--- src/rtl/ptone_pkg.sv ---
package ptone_pkg;

  localparam int SHAPER_W = 4;
  localparam int NOISE_W  = 5;
  localparam int SEL_W    = 4;

  typedef enum logic [1:0] {
    NZ_HOLD,
    NZ_POLY,
    NZ_CHAIN
  } noise_mode_e;

  typedef enum logic [1:0] {
    GT_ALWAYS,
    GT_DIV31,
    GT_NZ_TOP
  } gate_mode_e;

  typedef enum logic [2:0] {
    SH_ONE,
    SH_POLY,
    SH_TOGGLE,
    SH_DIV6,
    SH_NZ_OUT,
    SH_NZ_TOP
  } shaper_mode_e;

  typedef struct packed {
    noise_mode_e  nz;
    gate_mode_e   gate;
    shaper_mode_e sh;
  } voice_mode_t;

  // 4-bit polynomial step, taps 3 and 2, zero escapes to 1
  function automatic logic [SHAPER_W-1:0] shaper_poly(input logic [SHAPER_W-1:0] s);
    if (s == '0) return SHAPER_W'(1);
    return {s[2:0], s[3] ^ s[2]};
  endfunction

  // 5-bit polynomial step, taps 4 and 2, zero escapes to 1
  function automatic logic [NOISE_W-1:0] noise_poly(input logic [NOISE_W-1:0] n);
    if (n == '0) return NOISE_W'(1);
    return {n[3:0], n[4] ^ n[2]};
  endfunction

  // rate halving: insert complement of bit 0
  function automatic logic [SHAPER_W-1:0] shaper_toggle(input logic [SHAPER_W-1:0] s);
    return {s[2:0], ~s[0]};
  endfunction

  // three-low / three-high pattern generator
  function automatic logic [SHAPER_W-1:0] shaper_div6(input logic [SHAPER_W-1:0] s);
    return {~s[2:0], ~s[2] & (s[1] | s[0])};
  endfunction

  // 9-bit chained step for the noise half
  function automatic logic [NOISE_W-1:0] noise_chain(input logic [NOISE_W-1:0] n,
                                                    input logic [SHAPER_W-1:0] s);
    if (n == '0 && s == '0) return NOISE_W'(1);
    return {n[3:0], s[3] ^ n[4]};
  endfunction

  // divide-by-31 gate, evaluated on the stepped noise value
  function automatic logic div31_hit(input logic [NOISE_W-1:0] n);
    return n[3:0] == 4'b1000;
  endfunction

  function automatic voice_mode_t decode_sel(input logic [SEL_W-1:0] sel);
    voice_mode_t m;
    m = '{nz: NZ_HOLD, gate: GT_ALWAYS, sh: SH_ONE};
    case (sel)
      4'h0, 4'hB: m = '{nz: NZ_HOLD,  gate: GT_ALWAYS, sh: SH_ONE};
      4'h1:       m = '{nz: NZ_HOLD,  gate: GT_ALWAYS, sh: SH_POLY};
      4'h2:       m = '{nz: NZ_POLY,  gate: GT_DIV31,  sh: SH_POLY};
      4'h3:       m = '{nz: NZ_POLY,  gate: GT_NZ_TOP, sh: SH_POLY};
      4'h4, 4'h5: m = '{nz: NZ_HOLD,  gate: GT_ALWAYS, sh: SH_TOGGLE};
      4'h6:       m = '{nz: NZ_POLY,  gate: GT_DIV31,  sh: SH_TOGGLE};
      4'h7:       m = '{nz: NZ_POLY,  gate: GT_NZ_TOP, sh: SH_TOGGLE};
      4'h8:       m = '{nz: NZ_CHAIN, gate: GT_ALWAYS, sh: SH_NZ_OUT};
      4'h9:       m = '{nz: NZ_POLY,  gate: GT_ALWAYS, sh: SH_NZ_OUT};
      4'hA:       m = '{nz: NZ_POLY,  gate: GT_DIV31,  sh: SH_NZ_TOP};
      4'hC, 4'hD: m = '{nz: NZ_HOLD,  gate: GT_ALWAYS, sh: SH_DIV6};
      4'hE:       m = '{nz: NZ_POLY,  gate: GT_DIV31,  sh: SH_DIV6};
      default:    m = '{nz: NZ_POLY,  gate: GT_NZ_TOP, sh: SH_DIV6};
    endcase
    return m;
  endfunction

endpackage

--- src/rtl/ptone_divider.sv ---
module ptone_divider #(
  parameter int FREQ_W = 5
) (
  input  logic              clk,
  input  logic              rst_n,
  input  logic              tick_en,
  input  logic [FREQ_W-1:0] freq_code,
  output logic              pulse
);

  logic [FREQ_W-1:0] count_q;
  logic              at_limit;

  assign at_limit = (count_q >= freq_code);
  assign pulse    = tick_en & at_limit;

  always_ff @(posedge clk or negedge rst_n) begin
    if (!rst_n) begin
      count_q <= '0;
    end else if (tick_en) begin
      if (at_limit) count_q <= '0;
      else          count_q <= count_q + FREQ_W'(1);
    end
  end

endmodule

--- src/rtl/ptone_mode_decode.sv ---
module ptone_mode_decode
  import ptone_pkg::*;
(
  input  logic [SEL_W-1:0] sel,
  output voice_mode_t      mode
);

  always_comb begin
    mode = decode_sel(sel);
  end

endmodule

--- src/rtl/ptone_shaper.sv ---
module ptone_shaper
  import ptone_pkg::*;
#(
  parameter logic [SHAPER_W-1:0] SHAPER_SEED = '1,
  parameter logic [NOISE_W-1:0]  NOISE_SEED  = '1
) (
  input  logic                clk,
  input  logic                rst_n,
  input  logic                step,
  input  voice_mode_t         mode,
  output logic [SHAPER_W-1:0] shaper_q,
  output logic [NOISE_W-1:0]  noise_q,
  output logic                shaper_adv
);

  logic [NOISE_W-1:0]  noise_next;
  logic [SHAPER_W-1:0] shaper_next;
  logic                gate_open;
  logic                nz_leaving;

  assign nz_leaving = noise_q[NOISE_W-1];

  always_comb begin
    case (mode.nz)
      NZ_POLY:  noise_next = noise_poly(noise_q);
      NZ_CHAIN: noise_next = noise_chain(noise_q, shaper_q);
      default:  noise_next = noise_q;
    endcase
  end

  always_comb begin
    case (mode.gate)
      GT_DIV31:  gate_open = div31_hit(noise_next);
      GT_NZ_TOP: gate_open = noise_next[NOISE_W-1];
      default:   gate_open = 1'b1;
    endcase
  end

  always_comb begin
    case (mode.sh)
      SH_POLY:   shaper_next = shaper_poly(shaper_q);
      SH_TOGGLE: shaper_next = shaper_toggle(shaper_q);
      SH_DIV6:   shaper_next = shaper_div6(shaper_q);
      SH_NZ_OUT: shaper_next = {shaper_q[SHAPER_W-2:0], nz_leaving};
      SH_NZ_TOP: shaper_next = {shaper_q[SHAPER_W-2:0], noise_next[NOISE_W-1]};
      default:   shaper_next = {shaper_q[SHAPER_W-2:0], 1'b1};
    endcase
  end

  assign shaper_adv = step & gate_open;

  always_ff @(posedge clk or negedge rst_n) begin
    if (!rst_n) begin
      noise_q  <= NOISE_SEED;
      shaper_q <= SHAPER_SEED;
    end else begin
      if (step)       noise_q  <= noise_next;
      if (shaper_adv) shaper_q <= shaper_next;
    end
  end

endmodule

--- src/rtl/poly_tone_channel.sv ---
module poly_tone_channel
  import ptone_pkg::*;
#(
  parameter int FREQ_W = 5,
  parameter int VOL_W  = 4
) (
  input  logic              clk,
  input  logic              rst_n,
  input  logic              tick_en,
  input  logic [3:0]        ctrl_code,
  input  logic [FREQ_W-1:0] freq_code,
  input  logic [VOL_W-1:0]  vol_code,
  output logic              wave_bit,
  output logic [VOL_W-1:0]  level
);

  localparam int WAVE_IDX = SHAPER_W - 1;

  voice_mode_t         mode;
  logic                step_pulse;
  logic                shaper_adv;
  logic [SHAPER_W-1:0] p4_q;
  logic [NOISE_W-1:0]  p5_q;

  ptone_mode_decode u_decode (
    .sel  (ctrl_code),
    .mode (mode)
  );

  ptone_divider #(.FREQ_W(FREQ_W)) u_div (
    .clk       (clk),
    .rst_n     (rst_n),
    .tick_en   (tick_en),
    .freq_code (freq_code),
    .pulse     (step_pulse)
  );

  ptone_shaper u_shaper (
    .clk        (clk),
    .rst_n      (rst_n),
    .step       (step_pulse),
    .mode       (mode),
    .shaper_q   (p4_q),
    .noise_q    (p5_q),
    .shaper_adv (shaper_adv)
  );

  assign wave_bit = p4_q[WAVE_IDX];

  always_comb begin
    level = wave_bit ? vol_code : '0;
  end

endmodule

--- config.mk ---
export PLATFORM = sky130hd
export DESIGN_NAME = poly_tone_channel
export DESIGN_NICKNAME = d
export VERILOG_FILES = /design/src/rtl/ptone_pkg.sv /design/src/rtl/ptone_divider.sv /design/src/rtl/ptone_mode_decode.sv /design/src/rtl/ptone_shaper.sv /design/src/rtl/poly_tone_channel.sv
export SDC_FILE = /design/constraint.sdc
export NUM_CORES = 1
export LEC_CHECK = 0
export ABC_AREA = 1
export BUFFER_PORTS_ARGS = -buffer_cell sky130_fd_sc_hd__buf_2
export CAP_MARGIN = 25
export CELL_PAD_IN_SITES_DETAIL_PLACEMENT = 1
export CELL_PAD_IN_SITES_GLOBAL_PLACEMENT = 2
export CORE_UTILIZATION = 33
export CTS_BUF_LIST = sky130_fd_sc_hd__clkbuf_8
export CTS_CLUSTER_SIZE = 24
export DETAILED_ROUTE_END_ITERATION = 10
export GPL_ROUTABILITY_DRIVEN = 0
export HOLD_SLACK_MARGIN = 0.15
export PLACE_DENSITY_LB_ADDON = 0.08
export SYNTH_ARGS = -nofsm -noshare
export SYNTH_HDL_FRONTEND = slang
export SYNTH_HIERARCHICAL = 1
export SYNTH_SLANG_ARGS = --single-unit
--- constraint.sdc ---
create_clock -name clk -period 2.2 [get_ports clk]
set_input_delay 0.22 -clock clk [delete_from_list [all_inputs] [get_ports clk]]
set_output_delay 0.22 -clock clk [all_outputs]
set_load 0.03 [all_outputs]
==> reports/results.txt <==
Status -> finished, final reports clean
Critical Path RT -> 2380 ps
Pins Over Slew Limit -> 0
WP data arrival -> 2090 ps
Vias -> 1176
Met2 Usage GRT -> 27.60%
HP Class -> input pin to flip-flop
Worst-margin pin slew -> 334.5 ps
CP max FO -> 7
Area grow syn2layout -> 16.82%
Crit path kind -> input pin to flip-flop
Reg-to-reg slack, setup -> 430 ps
Final Skew -> 4.436 ps
TritonCTS clock tree -> yes
Post-layout min period -> 1914 ps
Root buf cell -> clkbuf_8
# DRC -> 0
Via density per instance -> 4.630
Final core occ -> 41.08%
Latest clock arrival within the worst-skew pair -> 240 ps
RSZ-0062 raised after global routing -> false
Setup crit end kind -> flip-flop
Final Hold Viols -> 0
Mapped Cells -> 182
Initial antenna violation count -> 0
Placed Cells incl. Taps -> 249
Pwr dens -> 1030 nW/µm²
DIE HEIGHT -> 65.16 µm
Synth Area per Inst -> 7.232 µm²
Clk sinks -> 14
Core area -> 3744 µm²
DR iter-0 viols -> 19
Post-CTS Setup Bufs -> 0
Slew HR -> 77.46%
Die Footprint -> 4245 µm²
Static leakage -> 0.8254 nW
Final setup violation count -> 0
Grt peak-use layer -> met2
HPWL Detailed -> 2436 µm
Largest net degree at the start of global routing -> 15
Synth warn -> 6
Die width -> 65.16 µm
Netlist Area Pre-Place -> 1316 µm²
Met3 Use GR -> 3.125%
Wire length per cell after detailed routing -> 11.49 µm
CTS buffer count -> 3
CTS Buffer Depth -> 2
FP Rows -> 22
Initial core utilization -> 35.16%
IO Port Bufs -> 20
CP Launch Type -> input pin
Routed Antenna Nets -> 0
Vias in the first global route -> 1198
Fin cells -> 254
Nets -> 239
Share of layout cells above drive strength 1 -> 25.24%
H-tree Lvls -> 1
All-layer global routing usage -> 15.57%
Maximum vdd drop -> 0.6501 mV
Worst-path clk slew -> 60 ps
Final period util -> 87.01%
Diode count -> 0
Max_cap viols -> 0
Syn_nets -> 214
First-pass GRT wire length -> 5223 µm
Setup TNS -> 0 ps
GRT Residual Overflow -> 0
F_max -> 0.5224 GHz
Final WL -> 2919 µm
Drt first pass iters -> 4
IO Count -> 21
GR Layer Usage met1 -> 20.04%
[layout make-up]
cell class | instances | area, µm²
Tap cell | 48 | 60.06
Sequential cell | 14 | 361.6
Timing Repair Buffer | 24 | 132.6
Inverter | 36 | 135.1
Multi-Input combinational cell | 128 | 793.3
Clock buffer | 4 | 55.05
Fill cell | 501 | 2206
[worst paths after layout]
check | start | end | cells after the start
max | ctrl_code[0] | u_shaper/shaper_q[1] | 16
min | tick_en | u_div/count_q[4] | 2
max reg2reg | u_shaper/shaper_q[3] | u_shaper/shaper_q[1] | 13
min reg2reg | u_shaper/shaper_q[2] | u_shaper/shaper_q[2] | 2
max in group asynchronous | rst_n | u_shaper/noise_q[2] | 2
min in group asynchronous | rst_n | u_div/count_q[4] | 2
[where the power goes]
| part | switching, mW | total [mW] | internal (mW) |
|---|---|---|---|
| Sequential | 0.138 | 0.558 | 0.421 |
| Combinational | 0.479 | 0.780 | 0.301 |
| Clock | 0.0876 | 0.246 | 0.158 |
[metrics by stage]
stage	power (mW)	hold WS [ps]	area, µm²	setup slack [ps]
3_3_place_gp	1.318	126.9	1473	90.78
4_1_cts	1.617	308.8	1538	271.8
5_1_grt	1.759	324.5	1538	40.41
3_5_place_dp	1.355	134.7	1473	11.62
2_1_floorplan	1.116	-75.59	1316	344.9
6_report	1.584	316.7	1538	285.7
[worst max-delay path, cell delays in order]
cell and delay (ps):
buf_2 100, inv_1 70, ha_1 280, nand3_1 70, nand2_1 90, inv_1 40, ha_1 330, inv_2 80
o211ai_1 80, o21ai_0 160, nor3_2 180, nand3_2 110, nand2_4 100, nand2_4 60, nand2_1 60, nand2_1 50
[cells in the final DEF, fill, tap and decap left out, drive strengths merged]
| cell type | instances |
|---|---|
| nor3 | 2 |
| ha | 16 |
| o21ai | 17 |
| a31oi | 1 |
| or2 | 1 |
| nand3 | 11 |
| inv | 36 |
| dfrtp | 5 |
| o211ai | 2 |
| a21boi | 2 |
| buf | 23 |
| o221ai | 1 |
| a21oi | 7 |
| nor3b | 1 |
| clkbuf | 4 |
| nor2 | 11 |
| nand2 | 49 |
| xor2 | 5 |
| mux2i | 1 |
| dfstp | 9 |
| xnor2 | 1 |
| dlygate4sd3 | 1 |
[what timing repair did]
item                                   in CTS  in global routing
hold buffers                                1                  0
gates resized for setup                     0                  0
endpoints found under the hold margin      14                  0
[sequential cells by signal, indices dropped and copies added, names as in the netlist]
register	cells
u_shaper/shaper_q	4
u_shaper/noise_q	5
u_div/count_q	5
[per-layer routing]
layer	wire length (µm)	vias to the layer above
met3	83	0
met2	1380	18
li1	-	617
met1	1455	541
met5	0	-
met4	0	0
Power figures use the tool's default switching activity.
